$ cat src/rtl/phdiv_pkg.sv
package phdiv_pkg;

   // action taken on the output register at a counter step
   typedef enum logic [1:0] {
      EDGE_HOLD = 2'd0,
      EDGE_RISE = 2'd1,
      EDGE_DROP = 2'd2
   } edge_act_t;

endpackage

$ cat src/rtl/phdiv_count.sv
module phdiv_count #(
   parameter int CNT_W = 8
) (
   input  logic             clk,
   input  logic             rst,
   input  logic             tick,
   input  logic             restart,
   input  logic [CNT_W-1:0] div_q,
   output logic [CNT_W-1:0] cnt_q,
   output logic [CNT_W-1:0] cnt_nxt,
   output logic             step,
   output logic             capture
);

   logic [CNT_W:0] inc;
   logic           wrap;

   assign inc     = {1'b0, cnt_q} + 1'b1;
   assign wrap    = tick && (inc >= {1'b0, div_q});
   assign step    = tick || restart;
   assign capture = restart || wrap;

   always_comb begin
      if (restart || wrap)
         cnt_nxt = '0;
      else if (tick)
         cnt_nxt = inc[CNT_W-1:0];
      else
         cnt_nxt = cnt_q;
   end

   always_ff @(posedge clk) begin
      if (rst) cnt_q <= '0;
      else     cnt_q <= cnt_nxt;
   end

   // count never reaches a nonzero captured divisor
   a_r2_cnt_bound: assert property (@(posedge clk) disable iff (rst)
      (div_q != '0) |-> (cnt_q < div_q));

   // restart zeroes the count
   a_r5_restart_zero: assert property (@(posedge clk) disable iff (rst)
      restart |=> (cnt_q == '0));

   // idle edges leave the count alone
   a_r6_idle_hold: assert property (@(posedge clk) disable iff (rst)
      (!tick && !restart) |=> $stable(cnt_q));

endmodule

$ cat src/rtl/phdiv_cfg.sv
module phdiv_cfg #(
   parameter int CNT_W = 8
) (
   input  logic             clk,
   input  logic             rst,
   input  logic             capture,
   input  logic [CNT_W-1:0] div_in,
   input  logic [CNT_W-1:0] phase_in,
   output logic [CNT_W-1:0] div_q,
   output logic [CNT_W-1:0] ph_q,
   output logic [CNT_W:0]   set_pt,
   output logic [CNT_W:0]   clr_pt,
   output logic             cfg_ok,
   output logic             err_q
);

   localparam int EXT_W = CNT_W + 1;

   logic [EXT_W-1:0] half_q;
   logic [EXT_W-1:0] req_clr;
   logic             req_ok;

   function automatic logic legal(input logic [CNT_W-1:0] d,
                                  input logic [CNT_W-1:0] p);
      logic [EXT_W:0] edge_hi;
      edge_hi = {2'b00, p} + {3'b000, d[CNT_W-1:1]} + 1'b1;
      return (d[0] == 1'b0) && (d >= 2) && (edge_hi < {2'b00, d});
   endfunction

   assign req_ok  = legal(div_in, phase_in);
   assign half_q  = {2'b00, div_q[CNT_W-1:1]};
   assign set_pt  = {1'b0, ph_q} + 1'b1;
   assign req_clr = set_pt + half_q;
   assign clr_pt  = req_clr;
   assign cfg_ok  = legal(div_q, ph_q);

   always_ff @(posedge clk) begin
      if (rst) begin
         div_q <= '0;
         ph_q  <= '0;
         err_q <= 1'b0;
      end else if (capture) begin
         div_q <= div_in;
         ph_q  <= phase_in;
         err_q <= !req_ok;
      end
   end

   // setting only moves at a capture
   a_r7_cfg_hold: assert property (@(posedge clk) disable iff (rst)
      !capture |=> ($stable(div_q) && $stable(ph_q)));

   // flag tracks legality of what was captured
   a_r8_err_match: assert property (@(posedge clk) disable iff (rst)
      capture |=> (err_q == !cfg_ok));

endmodule

$ cat src/rtl/phdiv_edge.sv
module phdiv_edge
   import phdiv_pkg::*;
#(
   parameter int CNT_W = 8
) (
   input  logic             clk,
   input  logic             rst,
   input  logic             step,
   input  logic [CNT_W-1:0] cnt_q,
   input  logic [CNT_W-1:0] cnt_nxt,
   input  logic [CNT_W:0]   set_pt,
   input  logic [CNT_W:0]   clr_pt,
   input  logic             cfg_ok,
   input  logic             err_q,
   output logic             out_q
);

   edge_act_t act;
   logic      out_d;

   always_comb begin
      act = EDGE_HOLD;
      if (step) begin
         if (cnt_nxt == '0)                    act = EDGE_DROP;
         else if ({1'b0, cnt_nxt} == set_pt)   act = EDGE_RISE;
         else if ({1'b0, cnt_nxt} == clr_pt)   act = EDGE_DROP;
      end
   end

   always_comb begin
      if (!cfg_ok) out_d = 1'b0;
      else begin
         unique case (act)
            EDGE_RISE: out_d = 1'b1;
            EDGE_DROP: out_d = 1'b0;
            default:   out_d = out_q;
         endcase
      end
   end

   always_ff @(posedge clk) begin
      if (rst) out_q <= 1'b0;
      else     out_q <= out_d;
   end

   // rise only at the captured set point
   a_r4_rise_at_set: assert property (@(posedge clk) disable iff (rst)
      $rose(out_q) |-> ({1'b0, cnt_q} == set_pt));

   // fall only at the clear point or at zero
   a_r4_fall_at_clr: assert property (@(posedge clk) disable iff (rst)
      $fell(out_q) |-> (({1'b0, cnt_q} == clr_pt) || (cnt_q == '0)));

   // flagged setting keeps output low
   a_r8_err_low: assert property (@(posedge clk) disable iff (rst)
      err_q |-> !out_q);

endmodule

$ cat src/rtl/phase_clkdiv.sv
module phase_clkdiv #(
   parameter int CNT_W = 8
) (
   input  logic             clk,
   input  logic             rst,
   input  logic             carrier_tick,
   input  logic             restart,
   input  logic [CNT_W-1:0] div_in,
   input  logic [CNT_W-1:0] phase_in,
   output logic             clk_out,
   output logic             cfg_err
);

   generate
      if (CNT_W < 2) begin : g_bad_width
         $error("phase_clkdiv: CNT_W must be at least 2");
      end
   endgenerate

   logic [CNT_W-1:0] cnt_q;
   logic [CNT_W-1:0] cnt_nxt;
   logic [CNT_W-1:0] div_q;
   logic [CNT_W-1:0] ph_q;
   logic [CNT_W:0]   set_pt;
   logic [CNT_W:0]   clr_pt;
   logic             step;
   logic             capture;
   logic             cfg_ok;
   logic             err_q;

   phdiv_count #(.CNT_W(CNT_W)) u_count (
      .clk     (clk),
      .rst     (rst),
      .tick    (carrier_tick),
      .restart (restart),
      .div_q   (div_q),
      .cnt_q   (cnt_q),
      .cnt_nxt (cnt_nxt),
      .step    (step),
      .capture (capture)
   );

   phdiv_cfg #(.CNT_W(CNT_W)) u_cfg (
      .clk      (clk),
      .rst      (rst),
      .capture  (capture),
      .div_in   (div_in),
      .phase_in (phase_in),
      .div_q    (div_q),
      .ph_q     (ph_q),
      .set_pt   (set_pt),
      .clr_pt   (clr_pt),
      .cfg_ok   (cfg_ok),
      .err_q    (err_q)
   );

   phdiv_edge #(.CNT_W(CNT_W)) u_edge (
      .clk     (clk),
      .rst     (rst),
      .step    (step),
      .cnt_q   (cnt_q),
      .cnt_nxt (cnt_nxt),
      .set_pt  (set_pt),
      .clr_pt  (clr_pt),
      .cfg_ok  (cfg_ok),
      .err_q   (err_q),
      .out_q   (clk_out)
   );

   assign cfg_err = err_q;

   // reset leaves output and flag low
   a_r1_reset_low: assert property (@(posedge clk)
      rst |=> (!clk_out && !cfg_err));

   // restart forces output low
   a_r5_restart_low: assert property (@(posedge clk) disable iff (rst)
      restart |=> !clk_out);

endmodule

$ cat config.mk
export PLATFORM = sky130hd
export DESIGN_NAME = phase_clkdiv
export DESIGN_NICKNAME = d
export VERILOG_FILES = /design/src/rtl/phdiv_pkg.sv /design/src/rtl/phdiv_count.sv /design/src/rtl/phdiv_cfg.sv /design/src/rtl/phdiv_edge.sv /design/src/rtl/phase_clkdiv.sv
export SDC_FILE = /design/constraint.sdc
export NUM_CORES = 1
export LEC_CHECK = 0
export BUFFER_PORTS_ARGS = -buffer_cell sky130_fd_sc_hd__buf_4
export CORE_ASPECT_RATIO = 0.75
export CORE_MARGIN = 1
export CORE_UTILIZATION = 62
export CTS_CLUSTER_SIZE = 24
export DETAILED_ROUTE_END_ITERATION = 8
export PLACE_DENSITY = 0.8
export REMOVE_ABC_BUFFERS = 1
export SYNTH_ARGS = -nofsm -noshare
export SYNTH_HDL_FRONTEND = slang
export SYNTH_SLANG_ARGS = --single-unit
$ cat constraint.sdc
create_clock -name clk -period 4.9 [get_ports clk]
set_clock_uncertainty 0.2 [all_clocks]
set_input_delay 0.245 -clock clk [delete_from_list [all_inputs] [get_ports clk]]
set_output_delay 0.245 -clock clk [all_outputs]
set_load 0.02 [all_outputs]
==> key figures <==
Clock tree
  – Cts hold-fix bufs: 0
  – Htree depth: 1
  – CTS tree: done
  – Later-pin clock latency in the skew report: 280 ps
  – TritonCTS Buffers: 3
  – Clk root buf: clkbuf_8
  – CTS sink cnt: 26
  – CTS max path bufs: 2
  – Clock slew at reported path FFs: 100 ps

Logic synthesis
  – Top cells by count, synth: 49 x nand2_1, 48 x ha_1, 40 x a21oi_1, 36 x xnor2_1, 28 x inv_1
  – Ys Warns: 0
  – Post-synth ARST share: 0%
  – Yosys top cell by area: ha_1
  – EDFF count, synth: 0
  – Synth top area cells: ha_1 18%, dfxtp_1 16%, xnor2_1 9.6%
  – Mean area per synthesized cell: 7.99 µm²
  – Mapped Area: 3280 µm²
  – #FFs+latches synth: 26
  – Synthesized netlist cell count: 411
  – Register area share after synthesis: 15.9%
  – Top-count cell post-synth: nand2_1
  – Synth unique cells: 59
  – Main synth FF type: dfxtp_1
  – Synth top area share: 18.3%

Pwr
  – Switching power share of the total: 39.9%
  – Pint: 0.540 mW
  – Power Density: 248 nW/µm²
  – Logic pwr share: 50.9%
  – LEAKAGE: 1.66 nW
  – Sw Pwr: 0.358 mW
  – Worst VDD drop: 0.162 mV
  – Clock Power Share: 20.9%
  – Sequential power share: 28.2%

STA
  – Slew @ Worst Pin: 762 ps
  – Fin crit period: 4720 ps
  – Maximum clock rate: 212 MHz
  – Endpoints failing setup: 0
  – Final worst path period share: 96.3%
  – Max-Slew Margin vs Limit: 48.8%
  – Min Hold Slack: 13.1 ps
  – Slew Viols, Final: 0
  – Final hold violation count: 0

Routing
  – Number of antenna-violating nets in the routed design: 0
  – # DRC: 0
  – Vias per inst: 6.21
  – Vias: 3134
  – Total wire length: 8.79 mm
  – Drt wl/cell: 17.4 µm
  – Detailed Routing Iterations Pass 1: 5
  – DRT iter0 DRCs: 272

Floorplanning
  – Die height: 65.0 µm
  – Site row count: 22
  – Initial Utilization: 65.9%
  – Die width: 86.0 µm
  – Core region area: 4980 µm²
  – Num ports: 22
  – DIE AREA: 5590 µm²

Global route
  – Met1 Usage GRT: 47.5%
  – Vias in the first global route: 2894
  – Initial antenna violation count: 0
  – Global-route wire length before repair: 14.0 mm
  – Largest net degree at the start of global routing: 20
  – GRT Overall Usage: 32.2%
  – Grt met2 use: 48.8%
  – GRT overflow: 0
  – Most Crowded Layer GR: met2
  – Met3 Use GR: 5.10%

Final layout
  – N_diodes: 0
  – Fraction of layout instances using a drive strength above 1: 13.9%
  – Fin cells: 505
  – Fillcell total: 398
  – Area growth syn-to-layout: 10.4%
  – # nets final: 505

Setup path
  – WP data arrival: 4730 ps
  – Startpoint Class: register
  – Worst path required time: 4910 ps
  – Crit. End Element: register
  – WS Path Type: register to register
  – Critical path peak fanout: 8

Flow run
  – Max-capacitance violation count: 0

Placement
  – Placer Congestion: 0.941
  – DP Cell Count: 500
  – DP Wirelength: 7.06 mm
  – Port bufs: 21

Hold path
  – Worst Hold Class: primary input to register

Outcome
  – Outcome: finished clean
-- critical path: stages, from the launching register on --
cell and delay (ps):
dfxtp_2 390, ha_1 190, and3_4 210, nand3_2 140, xnor2_2 170, ha_1 310
and4_4 220, a211oi_4 280, o211ai_4 180, o31ai_1 320, a21o_1 220, xor2_1 260
nor4_2 90, buf_4 150, o41ai_2 340, ha_1 290, o21ai_0 160, nand2_1 70
a41oi_1 170, o211ai_1 120, a31oi_1 160
-- power groups by stage --
stage,Clock [mW],Combinational (mW),Sequential (mW)
after CTS,0.187,0.440,0.251
after detailed placement,0,0.435,0.256
after global routing,0.193,0.503,0.255
final,0.187,0.457,0.253
after floorplan,0,0.316,0.252
after global placement,0,0.418,0.256
-- flip-flops by register name, summed over array words and instances (netlist names) --
signal / cells
u_cfg.err_q: 1
u_cfg.ph_q: 8
u_edge.out_q: 1
u_count.cnt_q: 8
u_cfg.div_q: 8
-- final cells by class --
class                           count  area [µm²]  area share [%]
Multi-Input combinational cell    345        2610            72.0
Sequential cell                    26         524            14.5
Timing Repair Buffer               30         225            6.21
Inverter                           28         105            2.90
Tap cell                           72        90.1            2.49
Clock buffer                        3        41.3            1.14
Clock inverter                      1        30.0           0.828
-- metrics by stage --
step	setup TNS (ps)	instance area [µm²]	setup WS [ps]	utilization, %	total power, mW
2_1_floorplan	0	3210	138	-	0.568
3_3_place_gp	0	3520	408	70.6	0.673
3_5_place_dp	0	3520	172	70.6	0.691
4_1_cts	0	3590	133	72.0	0.879
5_1_grt	-71.4	3620	-71.4	72.8	0.950
6_report	0	3620	180	72.8	0.898
-- worst paths after layout --
check                         startpoint                     endpoint  slack, ps  cells past startpoint
max reg2reg  u_count.cnt_q[1]$_SDFF_PP0_    u_edge.out_q$_SDFFE_PP0P_        180                     20
min                          phase_in[4]   u_cfg.ph_q[4]$_SDFFE_PP0P_         10                      3
min reg2reg  u_cfg.div_q[1]$_SDFFE_PP0P_  u_cfg.div_q[1]$_SDFFE_PP0P_        330                      2
max          u_count.cnt_q[1]$_SDFF_PP0_    u_edge.out_q$_SDFFE_PP0P_        180                     20
-- layout by cell type, fill, tap and decap left out, types with 2 or more instances in the layout --
cell,n
nand2b_1,5
xnor2_1,35
o32ai_1,2
nor3_2,2
a211oi_1,4
a31oi_1,3
o41ai_2,2
a21o_1,10
a21oi_1,40
buf_4,30
nand3b_1,3
dfxtp_2,3
o21bai_1,5
a311oi_1,2
fa_1,3
clkbuf_8,3
ha_1,48
xor2_1,22
nor2_1,22
nand4_1,6
nor2b_1,4
nand3_1,12
nor3_1,9
and3_1,5
or2_2,6
xnor2_2,2
o31ai_1,2
nand2_1,49
inv_1,28
o21ai_0,8
dfxtp_1,23
nor4_1,2
a2111oi_0,3
o211ai_1,3
-- cell families after synthesis --
family          Yosys count  synth area share [%]
fa+ha+maj                51                  20.1
simple gates            136                  21.5
compound gates           97                  20.1
flops                    26                  15.9
mux                       1                 0.305
xor+xnor                 60                  16.7
buf+inv                  40                  5.41
-- routing by layer --
metal	wire length, µm	up-vias
met5	0	-
met2	3670	149
li1	-	1511
met1	4210	1462
met3	815	12
met4	96	0
-- repair_timing --
item | 4_1_cts | 5_1_grt
gates resized for setup | 0 | 9
hold endpoints to repair | 0 | 0
setup endpoints to repair | 0 | 1
setup buffers | 0 | 1
Power figures use the tool's default switching activity.
